$ cat src/rtl/rstoe_pkg.sv
package rstoe_pkg;

  // Strobes passed from the control section to the lane datapath
  typedef struct packed {
    logic coreRst;   // internal reset (including stretch) active
    logic driveOk;   // lanes may carry normal data
  } laneCtl_t;

endpackage

$ cat src/rtl/rstoe_ctrl.sv
module rstoe_ctrl
  import rstoe_pkg::*;
#(
  parameter int CLK_KHZ    = 16384,
  parameter int STRETCH_US = 50
) (
  input  logic     clk,
  input  logic     rstExtN,
  input  logic     driveEnPin,
  output laneCtl_t strobes,
  output logic     initDone
);

  localparam int STRETCH_CYCLES = (CLK_KHZ * STRETCH_US) / 1000;
  localparam int CW = $clog2(STRETCH_CYCLES + 1);
  localparam logic [CW-1:0] TERMINAL = CW'(STRETCH_CYCLES);

  logic [1:0]    rstSync;
  logic          syncRstN;
  logic [CW-1:0] stretchCnt;
  logic          stretchDone;
  logic [1:0]    enSync;

  // Asynchronous assert, synchronous release
  always_ff @(posedge clk or negedge rstExtN) begin
    if (!rstExtN) rstSync <= 2'b00;
    else          rstSync <= {rstSync[0], 1'b1};
  end

  assign syncRstN = rstSync[1];

  // Settling stretch counter, saturates at its terminal value
  always_ff @(posedge clk or negedge rstExtN) begin
    if (!rstExtN)          stretchCnt <= '0;
    else if (!syncRstN)    stretchCnt <= '0;
    else if (!stretchDone) stretchCnt <= stretchCnt + CW'(1);
  end

  assign stretchDone = (stretchCnt == TERMINAL);

  // Drive-enable synchroniser, held at default during internal reset
  always_ff @(posedge clk or negedge rstExtN) begin
    if (!rstExtN)          enSync <= 2'b00;
    else if (!stretchDone) enSync <= 2'b00;
    else                   enSync <= {enSync[0], driveEnPin};
  end

  assign strobes.coreRst = !stretchDone;
  assign strobes.driveOk = enSync[1] & stretchDone;
  assign initDone        = stretchDone;

  AST_CNT_BOUND: assert property (@(posedge clk) disable iff (!rstExtN)
    stretchCnt <= TERMINAL);

  AST_DONE_STICKY: assert property (@(posedge clk) disable iff (!rstExtN)
    initDone |=> initDone);

  AST_NO_DRIVE_IN_RESET: assert property (@(posedge clk) disable iff (!rstExtN)
    !syncRstN |=> !strobes.driveOk);

endmodule

$ cat src/rtl/rstoe_group.sv
module rstoe_group
  import rstoe_pkg::*;
#(
  parameter int LANES = 32,
  parameter int BUFS  = 4
) (
  input  laneCtl_t         strobes,
  input  logic             floatSel,
  input  logic [LANES-1:0] laneData,
  output logic [LANES-1:0] laneOut,
  output logic [LANES-1:0] laneOutEn,
  output logic [BUFS-1:0]  bufCtl
);

  logic idleDriveEn;
  assign idleDriveEn = ~floatSel;

  for (genvar i = 0; i < LANES; i++) begin : g_lane
    assign laneOut[i]   = strobes.driveOk ? laneData[i] : 1'b1;
    assign laneOutEn[i] = strobes.driveOk | idleDriveEn;
  end

  for (genvar b = 0; b < BUFS; b++) begin : g_buf
    assign bufCtl[b] = strobes.driveOk & ~strobes.coreRst;
  end

endmodule

$ cat src/rtl/rstoe_lanes.sv
module rstoe_lanes
  import rstoe_pkg::*;
#(
  parameter int LOCAL_LANES = 32,
  parameter int BP_LANES    = 32,
  parameter int BUF_GROUPS  = 4
) (
  input  laneCtl_t               strobes,
  input  logic                   localFloatSel,
  input  logic                   bpFloatSel,
  input  logic [LOCAL_LANES-1:0] localData,
  input  logic [BP_LANES-1:0]    bpData,
  output logic [LOCAL_LANES-1:0] localOut,
  output logic [LOCAL_LANES-1:0] localOutEn,
  output logic [BP_LANES-1:0]    bpOut,
  output logic [BP_LANES-1:0]    bpOutEn,
  output logic [BUF_GROUPS-1:0]  localBufCtl,
  output logic [BUF_GROUPS-1:0]  bpBufCtl
);

  rstoe_group #(.LANES(LOCAL_LANES), .BUFS(BUF_GROUPS)) u_local (
    .strobes  (strobes),
    .floatSel (localFloatSel),
    .laneData (localData),
    .laneOut  (localOut),
    .laneOutEn(localOutEn),
    .bufCtl   (localBufCtl)
  );

  rstoe_group #(.LANES(BP_LANES), .BUFS(BUF_GROUPS)) u_bp (
    .strobes  (strobes),
    .floatSel (bpFloatSel),
    .laneData (bpData),
    .laneOut  (bpOut),
    .laneOutEn(bpOutEn),
    .bufCtl   (bpBufCtl)
  );

endmodule

$ cat src/rtl/rstoe_top.sv
module rstoe_top
  import rstoe_pkg::*;
#(
  parameter int CLK_KHZ     = 16384,
  parameter int STRETCH_US  = 50,
  parameter int LOCAL_LANES = 32,
  parameter int BP_LANES    = 32,
  parameter int BUF_GROUPS  = 4
) (
  input  logic                   clk,
  input  logic                   rstExtN,
  input  logic                   driveEnPin,
  input  logic                   localFloatSel,
  input  logic                   bpFloatSel,
  input  logic [LOCAL_LANES-1:0] localData,
  input  logic [BP_LANES-1:0]    bpData,
  output logic [LOCAL_LANES-1:0] localOut,
  output logic [LOCAL_LANES-1:0] localOutEn,
  output logic [BP_LANES-1:0]    bpOut,
  output logic [BP_LANES-1:0]    bpOutEn,
  output logic [BUF_GROUPS-1:0]  localBufCtl,
  output logic [BUF_GROUPS-1:0]  bpBufCtl,
  output logic                   initDone
);

  laneCtl_t strobes;

  rstoe_ctrl #(.CLK_KHZ(CLK_KHZ), .STRETCH_US(STRETCH_US)) u_ctrl (
    .clk       (clk),
    .rstExtN   (rstExtN),
    .driveEnPin(driveEnPin),
    .strobes   (strobes),
    .initDone  (initDone)
  );

  rstoe_lanes #(
    .LOCAL_LANES(LOCAL_LANES),
    .BP_LANES   (BP_LANES),
    .BUF_GROUPS (BUF_GROUPS)
  ) u_lanes (
    .strobes      (strobes),
    .localFloatSel(localFloatSel),
    .bpFloatSel   (bpFloatSel),
    .localData    (localData),
    .bpData       (bpData),
    .localOut     (localOut),
    .localOutEn   (localOutEn),
    .bpOut        (bpOut),
    .bpOutEn      (bpOutEn),
    .localBufCtl  (localBufCtl),
    .bpBufCtl     (bpBufCtl)
  );

  AST_BUF_LOW_IN_RESET: assert property (@(posedge clk) disable iff (!rstExtN)
    !initDone |-> (localBufCtl == '0) && (bpBufCtl == '0));

  AST_LOCAL_FLOAT: assert property (@(posedge clk) disable iff (!rstExtN)
    (!initDone && localFloatSel) |-> (localOutEn == '0));

  AST_BP_DRIVE_HIGH: assert property (@(posedge clk) disable iff (!rstExtN)
    (!initDone && !bpFloatSel) |-> ((&bpOut) && (&bpOutEn)));

endmodule

$ cat config.mk
export PLATFORM = sky130hd
export DESIGN_NAME = rstoe_top
export DESIGN_NICKNAME = d
export VERILOG_FILES = /design/src/rtl/rstoe_pkg.sv /design/src/rtl/rstoe_ctrl.sv /design/src/rtl/rstoe_group.sv /design/src/rtl/rstoe_lanes.sv /design/src/rtl/rstoe_top.sv
export SDC_FILE = /design/constraint.sdc
export NUM_CORES = 1
export LEC_CHECK = 0
export BUFFER_PORTS_ARGS = -buffer_cell sky130_fd_sc_hd__buf_4
export CAP_MARGIN = 20
export CORE_MARGIN = 2
export CORE_UTILIZATION = 26
export DETAILED_ROUTE_END_ITERATION = 8
export GPL_TIMING_DRIVEN = 0
export PLACE_DENSITY = 0.67
export SLEW_MARGIN = 20
export SYNTH_ARGS = -nofsm -noshare
export SYNTH_HDL_FRONTEND = slang
export SYNTH_SLANG_ARGS = --single-unit
$ cat constraint.sdc
create_clock -name clk -period 2.5 [get_ports clk]
set_input_delay 0.375 -clock clk [delete_from_list [all_inputs] [get_ports clk]]
set_output_delay 0.375 -clock clk [all_outputs]
set_load 0.01 [all_outputs]
Word-level counts from Yosys, hierarchy flattened
Cells that the tools add are included.
{"block": "word_totals", "reg_bits": 14, "input_bits": 69, "out_inout_bits": 137, "elab_cells": 79}
{"block": "classes", "add_sub_neg": 1, "n_eq_ne": 2, "n_mux": 67, "bitwise_logic": 6}
{"cell": "two-way mux 1 bit", "count": 64}
{"cell": "two-way mux 10 bit", "count": 2}
{"cell": "adder 10 x 1 -> 10 bit, second input constant", "count": 1}
{"cell": "== test 10 bit, second input constant", "count": 1}
{"cell": "AND 1 bit", "count": 2}
{"cell": "two-way mux 2 bit", "count": 1}
{"cell": "inequality test 2 bit, second input constant", "count": 1}
{"cell": "NOT 1 bit", "count": 2}
{"cell": "bitwise OR 1 bit", "count": 2}

Depth between registers and ports, before layout
{"block": "logic_depth", "depth_word": 3, "ltp_mapped": 6, "depth_no_buf": 4}

Modules after synthesis
From an unflattened synthesis, not the netlist that was laid out.
{"block": "hier_totals", "hier_cells": 202, "area_unflattened_um2": 1642.8}
{"module": "rstoe_group", "n_inst": 2, "cells_per_inst": 71, "area_per_inst_um2": 494.2, "seq_area_each_um2": 0.0}
{"module": "rstoe_ctrl", "n_inst": 1, "cells_per_inst": 60, "area_per_inst_um2": 654.4, "seq_area_each_um2": 350.3}

Worst setup path before layout
OpenSTA, ideal clock, no wires.
{"block": "synth_timing", "path_kind": "register to output", "start": "register u_ctrl.stretchCnt[0]", "end": "output bpOutEn[10]", "arrival_time_ns": 2.244, "required_ns": 2.125, "setup_slack_ns": -0.119, "stages_incl_launch_ff": 7, "path_buffers": 2, "path_cell_list": "dfrtp_1 > ha_1 > nand4b_4 > or4b_4 > buf_2 > nand2_1 > buf_4"}
{"block": "synth_between", "elab_chain_cells": 3}
{"item": "start, declared", "line_no": "rstoe_ctrl.sv:20", "source": "logic [CW-1:0] stretchCnt;"}
{"item": "start signal, assigned", "line_no": "rstoe_ctrl.sv:36", "source": "else if (!stretchDone) stretchCnt <= stretchCnt + CW'(1);"}
{"item": "== test 10 bit", "line_no": "rstoe_ctrl.sv:39", "source": "assign stretchDone = (stretchCnt == TERMINAL);"}
{"item": "AND 1 bit", "line_no": "rstoe_ctrl.sv:49", "source": "assign strobes.driveOk = enSync[1] & stretchDone;"}
{"item": "bitwise OR 1 bit"}
{"item": "end, declared", "line_no": "rstoe_top.sv:20", "source": "output logic [BP_LANES-1:0] bpOutEn,"}
Every way passes these cells.

Final worst setup path
{"block": "layout_timing", "start": "register u_ctrl.stretchCnt[0]", "end": "output localOut[5]"}
{"block": "layout_between", "elab_chain_cells": 3}
{"item": "== test 10 bit", "line_no": "rstoe_ctrl.sv:39"}
{"item": "AND 1 bit", "line_no": "rstoe_ctrl.sv:49"}
{"item": "two-way mux 1 bit", "line_no": "rstoe_group.sv:19", "source": "assign laneOut[i] = strobes.driveOk ? laneData[i] : 1'b1;"}
{"item": "end, declared", "line_no": "rstoe_top.sv:17", "source": "output logic [LOCAL_LANES-1:0] localOut,"}
Every way passes these cells.

==> impl_results.md <==
- Total number of yosys warnings: 0
- Run status: completed
- Final hold viol count: 0
- Wire length after detailed routing: 6380 µm
- Max transition margin: between 60 and 70%
- Standard cell area after detailed placement: 3300 µm²
- Hold_ws: 0.342 ns
- Cell-internal power: 0.545 mW
- Power density relative to cell area: around 210 nW/µm²
- Switching share of power: 25.3%
- Crit-path leading delay family: simple AND/OR/NAND/NOR gates
- Worst-case clock skew: 0.00197 ns
- Drt drc: 0
- Via count of the first global-routing pass: between 1.5k and 2k
- Antenna viol nets, final: 0
- Synth Cell Area: around 1700 µm²
- Total Power Consumption: roughly 0.73 mW
- Comb pwr share: 43.4%
- Most used standard cells in the synthesized netlist: sky130_fd_sc_hd__buf_4 (69), sky130_fd_sc_hd__or2_2 (34), sky130_fd_sc_hd__or2_1 (30)
- Switching Power: between 0.15 and 0.2 mW
- Number of nets in the finished design: between 400 and 500
- Arrival time of the worst setup path: between 2 and 2.5 ns
- Share of flip-flops with an asynchronous set or reset: 100%
- Clock tree from TritonCTS: done
- Time the final worst path needs with I/O delays and setup: roughly 2.4 ns
- Starting DRT DRC Count: 28
- Setup repair after global routing missed its margin: false
- Start point of the worst hold path: driveEnPin
- Core Region: 6280 µm²
- Antenna violations before repair: 0
- List of cells traversed by the critical path: ha_4 > nand4b_4 > or4b_4 > buf_6 > buf_6 > or2_1 > buf_4
- Boundary Pins: about 210
- Wire length of the first global-routing pass: between 9000 and 10000 µm
- Relative contribution of the clock network to total power: roughly a quarter
- Initial core utilization: 26.6%
- Chip Height: 84.1 µm
- Crit-path most repeated cell: sky130_fd_sc_hd__buf_6
- Slowest Stage Delay on Critical Path: about 0.55 ns
- Clk slew on worst S/H paths: about 0.05 ns
- Overflow left after global routing: 0
- Post-Synthesis Cells: about 210
- Post-synthesis register bit count: 14
- Length of the first detailed-routing pass in iterations: 4
- Overall fraction of global-route tracks in use: 16.6%
- Cell leakage power: 1.77 nW
- Count leader, synth: sky130_fd_sc_hd__buf_4
- Total of buffers placed on input and output ports: roughly 210
- Max-capacitance violation count: 0
- Critical Path RT: ~2.1 ns
- CTS Buf Count: 3
- Via total after detailed routing: ~2.0k
- Antenna diode count: 0
- Syn_area_per_cell: 7.98 µm²
- Layout cells sized above 1: roughly four fifths
- CTS Root Cell: sky130_fd_sc_hd__clkbuf_8
- Die area: between 7000 and 8000 µm²
- Pin count of the biggest net entering global routing: 17
- Most used DFF post-synth: sky130_fd_sc_hd__dfrtp_1
- Number of rows in the core area: 29
- Detailed placement HPWL: around 5300 µm
- Fraction of the yosys area taken by sequential cells: 21.0%
- Synth area leaders: sky130_fd_sc_hd__buf_4 (31%), sky130_fd_sc_hd__dfrtp_1 (21%), sky130_fd_sc_hd__or2_2 (13%)
- Library cell contributing the largest single delay on the critical path: sky130_fd_sc_hd__or4b_4
- Number of enable flip-flop cells after synthesis: 0
- Area share of the largest cell type after synthesis: around 31%
- Power share of the sequential group: between 30 and 40%
- Kind of end point of the critical path: primary output
- Critical path origin: u_ctrl.stretchCnt[0]
- RePlAce Congestion: approximately 0.79
- Period Utilization, post-route: 97.1%
- Actual slew at the worst max-slew pin: about 0.53 ns
- Clock net sink count: 14
- Number of nets produced by synthesis: about 280
- Hold Path Class: primary input to flip-flop
- R2r startpoint: u_ctrl.stretchCnt[0]
- Max Slew Vio Count: 0
- Kind of launch point of the worst setup path: flip-flop
- Crit path kind: flip-flop to primary output
- Number of levels the H-tree was split into: 1
- Final setup vio count: 0
- Number of distinct library cells after synthesis: 29
- Worst-case vdd ir drop: ~0.34 mV
- Maximum number of buffers from clock root to sink: 2
- Area of all placed cells without fillers: 3490 µm²
- Layout overhead on the synthesized area: 109%
- Per-cell routed wire length: between 10 and 15 µm
- Largest fanout of any net on the critical path: 10
- Fill cell instance count of the final layout: 595
- Yosys top cell by area: sky130_fd_sc_hd__buf_4
- Max Clk Rate: between 400 and 500 MHz
- Clock latency on the worst-skew pair: between 0.2 and 0.25 ns
- DIE WIDTH: between 80 and 90 µm
- Count of buffering cells on the critical path with inverters included: 3
- Via-per-instance ratio: roughly 3.9
## final timing paths
kind,endpoint,slack (ns),depth (start not counted)
worst max-delay path,localOut[5],0.07,7
worst min-delay path,u_ctrl.enSync[0],0.34,2
worst max register to register,u_ctrl.stretchCnt[1],0.95,5
worst min register to register,u_ctrl.rstSync[1],0.36,0
max in group asynchronous,u_ctrl.stretchCnt[2],1.80,2
min in group asynchronous,u_ctrl.stretchCnt[1],0.52,2
## what timing repair did
item | CTS | global route
endpoints found under the hold margin | 14 | 0
gates resized for setup | 16 | 6
setup buffers | 2 | 2
pin swaps | 2 | 0
setup endpoints to repair | 136 | 72
cloned | 2 | 1
hold buffers | 1 | 0
## sequential cells by signal, summed over array words and instances (netlist names)
register	count
u_ctrl.stretchCnt	10
u_ctrl.rstSync	2
u_ctrl.enSync	2
## power groups by stage
| stage | Clock, mW | Combinational, mW | Sequential (mW) |
|---|---|---|---|
| 2_1_floorplan | 0 | 0.127 | 0.241 |
| 3_3_place_gp | 0 | 0.299 | 0.243 |
| 3_5_place_dp | 0 | 0.303 | 0.244 |
| 4_1_cts | 0.185 | 0.319 | 0.238 |
| 5_1_grt | 0.192 | 0.341 | 0.238 |
| 6_report | 0.175 | 0.317 | 0.238 |
## layout by cell type, fill, tap and decap left out, drive strengths merged, types with 2 or more instances in the layout
master / instances
o21ai: 3
nand2b: 3
a21oi: 2
or3: 3
nand3: 5
nor4: 2
or2: 64
dfrtp: 14
inv: 5
and2: 2
nor2: 2
nand2: 13
clkbuf: 4
xor2: 2
buf: 286
mux2i: 4
## metal layers
metal  wire length (µm)  GRT usage, %
met5                  0             0
met4                 40          2.49
met3                381          2.18
met2               3630          31.7
met1               2330          19.8
## layout make-up
type                       count  area (µm²)  share of cell area, %
tap                           77        96.3                   2.76
sequential                    14         354                   10.1
multi-input combinational    115         801                   22.9
clock buffer                   3        41.3                   1.18
buffer                        77         592                   17.0
timing repair buffer         211        1590                   45.5
inverter                       5        18.8                  0.538
## kinds of logic after synthesis
family          after synthesis  synth area share (%)
buf+inv                      82                  35.9
simple gates                 98                  36.3
compound gates                7                  2.40
fa+ha+maj                     1                 0.750
mux                           4                  2.40
other cells                   1                 0.225
xor+xnor                      2                  1.05
flops                        14                  21.0
## stage by stage
| stage | setup TNS [ns] | cells | worst slack, ns | utilization [%] |
|---|---|---|---|---|
| after global routing | 0 | 502 | 0.00311 | 55.6 |
| final | 0 | 502 | 0.0734 | 55.6 |
| after detailed placement | -34.01 | 491 | -0.558 | 52.6 |
| after global placement | -31.82 | 491 | -0.532 | 52.6 |
| after CTS | 0 | 499 | 0.0449 | 55.1 |
| after floorplan | -7.39 | 209 | -0.119 | - |
No activity file was read; power rests on OpenSTA's default activity.
